--- src/rtl/pixbus_packer_pkg.sv ---
package pixbus_packer_pkg;
  typedef enum logic [1:0] {
    FMT_1X1 = 2'd0,
    FMT_2X1 = 2'd1,
    FMT_3X1 = 2'd2,
    FMT_3X2 = 2'd3
  } fmt_e;

  typedef enum logic [1:0] {
    ST_IDLE = 2'd0,
    ST_HALF = 2'd1,
    ST_EMIT = 2'd2
  } seq_st_e;
endpackage

--- src/rtl/pixbus_cfg_decode.sv ---
module pixbus_cfg_decode
  import pixbus_packer_pkg::*;
#(
  parameter int SH_W = 6
) (
  input  logic [1:0]      dtype_i,
  input  logic [1:0]      width_i,
  input  logic [1:0]      fmt_i,
  output logic [SH_W-1:0] bpp_o,
  output logic [SH_W-1:0] lines_o,
  output logic [1:0]      nwords_o,
  output logic            pair_o,
  output logic            err_o
);
  fmt_e fit;
  logic fit_ok;

  always_comb begin
    unique case (dtype_i)
      2'd0:    bpp_o = SH_W'(12);
      2'd1:    bpp_o = SH_W'(16);
      2'd2:    bpp_o = SH_W'(18);
      default: bpp_o = SH_W'(24);
    endcase
    unique case (width_i)
      2'd0:    lines_o = SH_W'(8);
      2'd1:    lines_o = SH_W'(9);
      2'd2:    lines_o = SH_W'(12);
      default: lines_o = SH_W'(16);
    endcase
  end

  always_comb begin
    fit    = FMT_1X1;
    fit_ok = 1'b1;
    if (bpp_o == lines_o)                      fit = FMT_1X1;
    else if (bpp_o == (lines_o << 1))          fit = FMT_2X1;
    else if (bpp_o == lines_o + (lines_o << 1)) fit = FMT_3X1;
    else if ((bpp_o << 1) == lines_o + (lines_o << 1)) fit = FMT_3X2;
    else fit_ok = 1'b0;
  end

  always_comb begin
    unique case (fit)
      FMT_1X1: nwords_o = 2'd1;
      FMT_2X1: nwords_o = 2'd2;
      default: nwords_o = 2'd3;
    endcase
  end

  assign pair_o = (fit == FMT_3X2);
  assign err_o  = !fit_ok || (fmt_e'(fmt_i) != fit);
endmodule

--- src/rtl/pixbus_seq.sv ---
module pixbus_seq
  import pixbus_packer_pkg::*;
(
  input  logic       clk_i,
  input  logic       rst_ni,
  input  logic       err_i,
  input  logic       pair_i,
  input  logic [1:0] nwords_i,
  input  logic       pix_valid_i,
  output logic       pix_ready_o,
  input  logic       word_ready_i,
  output logic       word_valid_o,
  output logic       word_last_o,
  output logic       load_a_o,
  output logic       load_b_o,
  output logic [1:0] idx_o
);
  seq_st_e st_q;
  logic [1:0] idx_q;
  logic pix_fire, word_fire, at_last;

  assign pix_ready_o  = !err_i && (st_q != ST_EMIT);
  assign pix_fire     = pix_valid_i && pix_ready_o;
  assign word_valid_o = (st_q == ST_EMIT);
  assign at_last      = (idx_q == nwords_i - 2'd1);
  assign word_last_o  = word_valid_o && at_last;
  assign word_fire    = word_valid_o && word_ready_i;
  assign load_a_o     = pix_fire && (st_q == ST_IDLE);
  assign load_b_o     = pix_fire && (st_q == ST_HALF);
  assign idx_o        = idx_q;

  always_ff @(posedge clk_i or negedge rst_ni) begin
    if (!rst_ni) begin
      st_q  <= ST_IDLE;
      idx_q <= '0;
    end else begin
      unique case (st_q)
        ST_IDLE: if (pix_fire) begin
          st_q  <= pair_i ? ST_HALF : ST_EMIT;
          idx_q <= '0;
        end
        ST_HALF: if (pix_fire) st_q <= ST_EMIT;
        default: if (word_fire) begin
          if (at_last) st_q <= ST_IDLE;
          idx_q <= at_last ? 2'd0 : idx_q + 2'd1;
        end
      endcase
    end
  end
endmodule

--- src/rtl/pixbus_group.sv ---
module pixbus_group #(
  parameter int PIX_W = 24,
  parameter int BUS_W = 16,
  parameter int GRP_W = 48,
  parameter int SH_W  = 6
) (
  input  logic             clk_i,
  input  logic             rst_ni,
  input  logic             load_a_i,
  input  logic             load_b_i,
  input  logic [PIX_W-1:0] pix_i,
  input  logic [SH_W-1:0]  bpp_i,
  input  logic [SH_W-1:0]  lines_i,
  input  logic [1:0]       idx_i,
  output logic [BUS_W-1:0] word_o
);
  logic [GRP_W-1:0] pix_m, grp_q, grp_sh;
  logic [BUS_W-1:0] head;

  // keep only the selected data width
  assign pix_m = GRP_W'(pix_i) & ((GRP_W'(1) << bpp_i) - GRP_W'(1));

  // group is left-justified: first pixel at the top, second right below it
  always_ff @(posedge clk_i or negedge rst_ni) begin
    if (!rst_ni)       grp_q <= '0;
    else if (load_a_i) grp_q <= pix_m << (SH_W'(GRP_W) - bpp_i);
    else if (load_b_i) grp_q <= grp_q | (pix_m << (SH_W'(GRP_W) - (bpp_i << 1)));
  end

  assign grp_sh = grp_q << (SH_W'(idx_i) * lines_i);
  assign head   = grp_sh[GRP_W-1 -: BUS_W];
  assign word_o = head >> (SH_W'(BUS_W) - lines_i);
endmodule

--- src/rtl/pixbus_packer.sv ---
module pixbus_packer #(
  parameter int PIX_W = 24,
  parameter int BUS_W = 16
) (
  input  logic             clk_i,
  input  logic             rst_ni,
  input  logic [1:0]       dtype_i,
  input  logic [1:0]       width_i,
  input  logic [1:0]       fmt_i,
  input  logic [PIX_W-1:0] pix_i,
  input  logic             pix_valid_i,
  output logic             pix_ready_o,
  output logic [BUS_W-1:0] word_o,
  output logic             word_valid_o,
  input  logic             word_ready_i,
  output logic             word_last_o,
  output logic             config_error_o
);
  localparam int GRP_W = 2 * PIX_W;
  localparam int SH_W  = $clog2(GRP_W + BUS_W + 1);

  logic [SH_W-1:0] bpp, lines;
  logic [1:0] nwords, idx;
  logic pair, err, load_a, load_b;

  pixbus_cfg_decode #(.SH_W(SH_W)) u_cfg (
    .dtype_i (dtype_i),
    .width_i (width_i),
    .fmt_i   (fmt_i),
    .bpp_o   (bpp),
    .lines_o (lines),
    .nwords_o(nwords),
    .pair_o  (pair),
    .err_o   (err)
  );

  pixbus_seq u_seq (
    .clk_i       (clk_i),
    .rst_ni      (rst_ni),
    .err_i       (err),
    .pair_i      (pair),
    .nwords_i    (nwords),
    .pix_valid_i (pix_valid_i),
    .pix_ready_o (pix_ready_o),
    .word_ready_i(word_ready_i),
    .word_valid_o(word_valid_o),
    .word_last_o (word_last_o),
    .load_a_o    (load_a),
    .load_b_o    (load_b),
    .idx_o       (idx)
  );

  pixbus_group #(.PIX_W(PIX_W), .BUS_W(BUS_W), .GRP_W(GRP_W), .SH_W(SH_W)) u_grp (
    .clk_i   (clk_i),
    .rst_ni  (rst_ni),
    .load_a_i(load_a),
    .load_b_i(load_b),
    .pix_i   (pix_i),
    .bpp_i   (bpp),
    .lines_i (lines),
    .idx_i   (idx),
    .word_o  (word_o)
  );

  assign config_error_o = err;
endmodule

--- config.mk ---
export PLATFORM = sky130hd
export DESIGN_NAME = pixbus_packer
export DESIGN_NICKNAME = d
export VERILOG_FILES = /design/src/rtl/pixbus_packer_pkg.sv /design/src/rtl/pixbus_cfg_decode.sv /design/src/rtl/pixbus_seq.sv /design/src/rtl/pixbus_group.sv /design/src/rtl/pixbus_packer.sv
export SDC_FILE = /design/constraint.sdc
export NUM_CORES = 1
export LEC_CHECK = 0
export BUFFER_PORTS_ARGS = -buffer_cell sky130_fd_sc_hd__buf_2
export CAP_MARGIN = 20
export CORE_ASPECT_RATIO = 0.9
export CORE_UTILIZATION = 31
export CTS_CLUSTER_DIAMETER = 150
export DETAILED_ROUTE_END_ITERATION = 8
export GPL_ROUTABILITY_DRIVEN = 1
export PLACE_DENSITY = 0.51
export SLEW_MARGIN = 20
export SYNTH_ARGS = -nofsm -noshare
export SYNTH_HDL_FRONTEND = slang
export SYNTH_HIERARCHICAL = 1
export SYNTH_SLANG_ARGS = --single-unit
--- constraint.sdc ---
create_clock -name clk_i -period 4.06 [get_ports clk_i]
set_input_delay 0.203 -clock clk_i [delete_from_list [all_inputs] [get_ports clk_i]]
set_output_delay 0.203 -clock clk_i [all_outputs]
set_load 0.02 [all_outputs]
==> summary.md, run 1 <==
| Metric | Value |
|---|---|
| Vias in the first global route | `13,100` |
| Worst path max stage delay | `0.53 ns` |
| Vias per cell | `6.55` |
| Failing checks | `max-slew violations, negative setup slack` |
| Maximum vdd drop | `0.226 mV` |
| Yosys cell types | `99` |
| Synthesized area per cell | `7.27 µm²` |
| Status | `finished, violations left` |
| Total track usage | `0.285` |
| Global-route wire length before repair | `81,600 µm` |
| Horiz. Die Dim | `203 µm` |
| Routability Congestion | `1.01` |
| Register area share after synthesis | `0.116` |
| H-tree levels | `2` |
| Hpwl dp | `43,100 µm` |
| Design Area, Final | `0.0136 mm²` |
| Top Ports | `54` |
| Initial Utilization | `0.317` |
| Total of max-cap violations | `0` |
| Slowest CP cell | `mux4_2` |
| Initial DRC count | `2,039` |
| Commonest non-fill, non-tap cells in the layout | `buf_4 (206), nand2_1 (154), nor2_1 (143)` |
| CTS root buffer | `clkbuf_16` |
| Die height | `183 µm` |
| # setup viols final | `8` |
| Std cell rows | `65` |
| CTS Buf Count | `5` |
| Buffers & Inverters on Critical Path | `4` |
| TritonRoute pass-1 iters | `6` |
| Peak fanout along the critical path | `11` |
| EDFF count, synth | `0` |
| Synth Flop Type | `dfrtp_1` |
| Post-route ant nets | `0` |
| Nets | `1,736` |
| Worst slew pin tran | `1.52 ns` |
| Pwr/cell area | `453 mW/mm²` |
| Clk sinks | `52` |
| Setup ws final | `-0.0688 ns` |
| Clock slew at reported path FFs | `0.08 ns` |
| DRC errors left | `0` |
| Final Critical Period | `4.13 ns` |
| Antenna violations before repair | `1` |
| Syn Inst Count | `1,545` |
| Most common cell after layout, fill and taps aside | `buf_4` |
| CP startpoint | `u_seq/idx_o[0]$_DFFE_PN0P_` |
| Share of the synthesized area in the top cell type | `0.116` |
| Gr ovfl total | `0` |
| Inserted Diodes | `0` |
| Die area | `0.0370 mm²` |
| Warnings, synthesis | `6` |
| Largest net degree at the start of global routing | `53` |
| Final hold vios | `0` |
| Cell family with most CP delay | `simple AND/OR/NAND/NOR gates` |
| Share of cells above drive strength 1 | `0.260` |
| Max Fclk | `0.242 GHz` |
| Worst-path cell chain | `and2_4, fa_2, buf_12, buf_16, mux2i_1, buf_4, mux4_2, nand3_1, o211ai_1, and3_1, nor4b_1, a221oi_2, o221a_2, nand2_1, buf_2` |
| Leakage | `5.53 nW` |
| Headroom to the max-slew limit | `-0.0255` |
| Period utilization | `1.02` |
| DR vias | `14,100` |
| Cell taking the most area after synthesis | `dfrtp_1` |
| Worst Clk Skew | `0.0105 ns` |
| CP Launch Type | `flop` |
| Placed Area | `0.0132 mm²` |
| Final hold slack | `0.0378 ns` |
| Max Slew Vio Count | `7` |
| Clk buf depth | `2` |
| Post-synth ARST share | `1.00` |
| Synth Register Bits | `52` |
| RSZ-0062 raised after global routing | `true` |
| Synthesized area | `0.0112 mm²` |
| Beginning of the worst register-to-register path | `u_seq/st_q[1]$_DFFE_PN0P_` |
| CTS tree | `built` |
| Worst hold-check path type | `in2async` |
| Routed len/inst | `25.1 µm` |
| Worst Path Arrival | `3.93 ns` |
| Crit path capture type | `output port` |
| Skew-Pair Late Insertion Delay | `0.30 ns` |
| Layout area overhead | `21.2%` |
| WS Path Type | `reg2out` |
| Synth top area cells | `dfrtp_1 (12%), mux4_2 (6.2%), mux2i_1 (5.9%)` |
| Drt total wl | `54,000 µm` |
| PortBufs | `53` |
| Critical path required time | `3.86 ns` |
| Core area | `0.0354 mm²` |
synth_stat cells (9+ instances only):
master and number:
a211o_1 15, a211oi_1 34, a21o_1 20, a21oi_1 89, a221o_1 13, a221oi_1 16
a22oi_1 24, a31oi_1 22, and2_1 40, and3_1 14, buf_1 15, clkbuf_1 107
dfrtp_1 52, ha_1 18, inv_1 25, mux2_2 41, mux2i_1 66, mux4_2 31
nand2_1 155, nand2b_1 13, nand3_1 44, nand4_1 12, nor2_1 144, nor2b_1 19
nor3_1 57, nor4_1 13, o211ai_1 27, o21a_1 16, o21ai_0 73, o221ai_1 22
o22ai_1 34, o311ai_0 12, o31ai_1 18, o32ai_1 12, or2_2 12, or3_1 16
xnor2_1 13, xor2_1 9
logic make-up after synthesis:
family	Yosys count	synth area share
muxes	138	0.162
DFF	52	0.116
adders and majority gates	19	0.0218
AOI/OAI and AO/OA	566	0.366
other	1	0.000334
xor gates and xnor gates	22	0.0172
and+or+nand+nor	581	0.257
buffers and inverters	166	0.0596
layer usage:
layer | vias to the layer above | wire [µm] | global-route usage
met5 | - | 13 | 0
met4 | 2 | 1220 | 0.0611
met3 | 98 | 7000 | 0.0879
met2 | 903 | 21900 | 0.408
met1 | 6809 | 23900 | 0.413
li1 | 6295 | - | -
worst register-to-register path, stage by stage (launching register included):
cell and delay (ns):
dfrtp_1 0.46, nor4b_4 0.38, clkinv_1 0.15, nor3_2 0.24
nand2_1 0.23, nor3_1 0.69, nand2_1 0.12, o211a_1 0.18
o31ai_1 0.09
through the flow:
stage	TNS (ns)	power, mW	worst slack (ns)	util	std cells
CTS	-0.118	5.86	-0.0481	0.381	2152
global route	-1.96	6.50	-0.224	0.385	2153
finish	-0.321	6.16	-0.0688	0.385	2153
floorplan	0	3.67	0.00862	-	1550
detailed placement	0	5.25	0.0270	0.373	2139
global placement	0	5.25	0.0365	0.373	2139
final timing paths:
kind / end / slack, ns / cells past startpoint
worst min register to register: u_grp/grp_q[12]$_DFFE_PN0P_ / 0.55 / 2
min in group clk_i: u_seq/idx_o[0]$_DFFE_PN0P_ / 0.30 / 3
worst min-delay path: u_grp/grp_q[11]$_DFFE_PN0P_ / 0.04 / 2
worst max register to register: u_grp/grp_q[21]$_DFFE_PN0P_ / 1.40 / 8
max in group asynchronous: u_grp/grp_q[4]$_DFFE_PN0P_ / 3.54 / 2
worst max-delay path: word_o[3] / -0.07 / 15
registers in the layout, summed over array words and instances (netlist names):
| register | count |
|---|---|
| u_seq/st_q | 2 |
| u_seq/idx_o | 2 |
| u_grp/grp_q | 48 |
cell type report:
type                    count  area [µm²]
fillers                  3732       21800
inverters                  29         109
repair buffers            263        1930
well taps                 469         587
clock buffers               5         125
flip-flops and latches     52        1300
clock inverters             3        26.3
multi-input cells        1332        9530
power by group:
group / internal, mW / leakage [nW] / switching (mW)
combinational: 2.02 / 4.77 / 2.77
sequential: 0.653 / 0.697 / 0.270
clock: 0.234 / 0.0680 / 0.216
timing repair:
action | in CTS | in global routing
hold buffers | 0 | 0
buffers inserted | 4 | 1
resized for setup | 21 | 26
pin swaps | 3 | 3
endpoints found under the setup margin | 10 | 14
cloned | 1 | 0
Power figures use the tool's default switching activity.
==> inputs of run 2 (changes only) <==
--- a/config.mk
+++ b/config.mk
@@ -5,6 +5,7 @@
 export SDC_FILE = /design/constraint.sdc
 export NUM_CORES = 1
 export LEC_CHECK = 0
+export ABC_AREA = 0
 export BUFFER_PORTS_ARGS = -buffer_cell sky130_fd_sc_hd__buf_2
 export CAP_MARGIN = 20
 export CORE_ASPECT_RATIO = 0.9
@@ -16,5 +17,4 @@
 export SLEW_MARGIN = 20
 export SYNTH_ARGS = -nofsm -noshare
 export SYNTH_HDL_FRONTEND = slang
-export SYNTH_HIERARCHICAL = 1
 export SYNTH_SLANG_ARGS = --single-unit
==> summary.md, run 2 <==
| Metric | Value |
|---|---|
| Horiz. Die Dim | `176 µm` |
| # setup viols final | `0` |
| Core area | `0.0264 mm²` |
| Commonest non-fill, non-tap cells in the layout | `a21oi_1 (149), nand2_1 (132), nor2_1 (106)` |
| Post-synth ARST share | `1.00` |
| Worst path max stage delay | `0.46 ns` |
| Vias in the first global route | `9,128` |
| Setup TNS | `0 ns` |
| CTS Buf Count | `5` |
| Met2 GRT Util | `0.388` |
| Hpwl dp | `29,200 µm` |
| H-tree levels | `2` |
| Skew-Pair Late Insertion Delay | `0.30 ns` |
| Most common cell after layout, fill and taps aside | `a21oi_1` |
| Routed len/inst | `24.2 µm` |
| Most Crowded Layer GR | `met1` |
| Die height | `159 µm` |
| Antenna violations before repair | `0` |
| Initial Utilization | `0.320` |
| Nets | `1,280` |
| Total power | `5.59 mW` |
| Synth Register Bits | `52` |
| Worst Path Arrival | `3.78 ns` |
| M1 GR Usage | `0.391` |
| Largest register FFs | `48` |
| Synth top area cells | `dfrtp_1 (15%), a21oi_1 (8.9%), mux2i_1 (8.1%)` |
| Die area | `0.0279 mm²` |
| Syn Inst Count | `1,214` |
| WS Path Type | `reg2out` |
| Drt total wl | `38,100 µm` |
| Crit path capture type | `output port` |
| CP dominant cell by count | `ha_1` |
| Buffers & Inverters on Critical Path | `3` |
| Vias per cell | `6.42` |
| Post-route ant nets | `0` |
| Slowest CP cell | `or4_1` |
| Top Ports | `54` |
| Placed Area | `0.00921 mm²` |
| Top reg by flops | `u_grp.grp_q` |
| Clk buf depth | `2` |
| Synth Flop Type | `dfrtp_1` |
| Clk sinks | `52` |
| Hold Buf Count CTS | `0` |
| Yosys cell types | `77` |
| Clock slew at reported path FFs | `0.07 ns` |
| Worst hold-check path type | `in2async` |
| Gr ovfl total | `0` |
| Worst slew pin tran | `0.870 ns` |
| Period utilization | `0.980` |
| Post-synth top cells | `a21oi_1 (150), nand2_1 (132), nor2_1 (107), o21ai_0 (104), mux2i_1 (68)` |
| Initial DRC count | `1,494` |
| Design Area, Final | `0.00943 mm²` |
| Std cell rows | `56` |
| Headroom to the max-slew limit | `0.415` |
| Status | `finished clean` |
| Critical path required time | `3.86 ns` |
| Pwr/cell area | `593 mW/mm²` |
| RSZ-0062 raised after global routing | `true` |
| Register area share after synthesis | `0.154` |
| Total of max-cap violations | `0` |
| CTS root buffer | `clkbuf_16` |
| Maximum vdd drop | `0.202 mV` |
| Final Critical Period | `3.98 ns` |
| PortBufs | `53` |
| DR vias | `10,100` |
| Peak fanout along the critical path | `16` |
| Count leader, synth | `a21oi_1` |
| Largest net degree at the start of global routing | `64` |
| Share of the synthesized area in the top cell type | `0.154` |
| Cell family with most CP delay | `compound AO/OA/AOI/OAI gates` |
| Max Slew Vio Count | `0` |
| CP Launch Type | `flop` |
| Max Fclk | `0.251 GHz` |
| Cell taking the most area after synthesis | `dfrtp_1` |
| Final hold vios | `0` |
| Worst Clk Skew | `0.00557 ns` |
| Inserted Diodes | `0` |
| Worst-path cell chain | `nand2_1, inv_1, ha_1, ha_1, buf_4, o21ai_0, o31a_1, o211ai_1, o32ai_1, or4_1, a22o_1, buf_2` |
| DRC errors left | `0` |
| M3 GR Usage | `0.0697` |
| Syn nets | `1,268` |
| Synthesized area | `0.00845 mm²` |
| Total track usage | `0.271` |
| EDFF count, synth | `0` |
| Share of cells above drive strength 1 | `0.153` |
| CTS tree | `built` |
| Pre-CTS worst setup slack | `0.129 ns` |
| # fillers | `2,857` |
| Warnings, synthesis | `0` |
| Layout area overhead | `11.6%` |
| Leakage | `3.53 nW` |
| Synthesized area per cell | `6.96 µm²` |
| Global-route wire length before repair | `57,700 µm` |
| Routability Congestion | `0.999` |
| TritonRoute pass-1 iters | `7` |
| Setup ws final | `0.0810 ns` |
[run 2: cells by family (layout without fill, tap and decap cells)]
logic type | count (synthesis) | count (layout) | share of synthesized area
simple gates | 419 | 419 | 0.236
flops | 52 | 52 | 0.154
buf+inv | 139 | 152 | 0.0742
mux | 94 | 94 | 0.134
fa+ha+maj | 20 | 20 | 0.0296
xor+xnor | 11 | 11 | 0.0123
compound gates | 479 | 479 | 0.360
[run 2: final cells by class]
type                       count  area, µm²  share of cell area
inverter                      24       90.1             0.00955
tap                          348        435              0.0462
clock inverter                 3       42.5             0.00451
multi-input combinational   1023       6600               0.700
clock buffer                   5        125              0.0133
timing repair buffer         120        835              0.0885
sequential                    52       1300               0.138
[run 2: layer usage]
layer	part of all wire	vias up
met1	0.45	4817
met3	0.11	70
li1	-	4598
met4	0.030	0
met2	0.41	623
met5	0	-
[run 2: stage by stage]
stage / hold slack [ns] / instances / utilization
finish: 0.0315 / 1575 / 0.357
global route: 0.108 / 1575 / 0.357
detailed placement: 0.389 / 1567 / 0.349
global placement: 0.392 / 1567 / 0.349
CTS: 0.0620 / 1575 / 0.355
floorplan: -0.0926 / 1214 / -
[run 2: report_power, final]
part / switching (mW) / internal, mW / leakage, nW / total (mW)
registers: 0.549 / 0.729 / 0.651 / 1.28
clock network: 0.206 / 0.290 / 0.0798 / 0.496
logic: 2.36 / 1.46 / 2.80 / 3.82
[run 2: timing repair]
action                                  4_1_cts  5_1_grt
gates resized for setup                       0       12
buffers inserted                              0        0
endpoints found under the setup margin        0       10
[run 2: worst reg2reg max path: stages, from the launching register on]
cell and delay [ns]:
dfrtp_1 0.37, buf_4 0.26, nor2_1 0.49, buf_4 0.26, nand2_1 0.06, a21oi_1 0.22
a21oi_1 0.10, nor3_1 0.20
[run 2: worst paths after layout]
path                       cells after the start                     endpoint                        from  slack, ns
min                                            2  u_grp.grp_q[27]$_DFFE_PN0P_                      rst_ni       0.03
min in group clk_i                             3   u_seq.idx_o[0]$_DFFE_PN0P_                word_ready_i       0.26
min reg2reg                                    1   u_seq.idx_o[1]$_DFFE_PN0P_  u_seq.idx_o[1]$_DFFE_PN0P_       0.58
max reg2reg                                    7   u_grp.grp_q[1]$_DFFE_PN0P_   u_seq.st_q[0]$_DFFE_PN0P_       2.03
max in group asynchronous                      2   u_seq.idx_o[0]$_DFFE_PN0P_                      rst_ni       3.50
max                                           12                    word_o[0]  u_seq.idx_o[1]$_DFFE_PN0P_       0.08
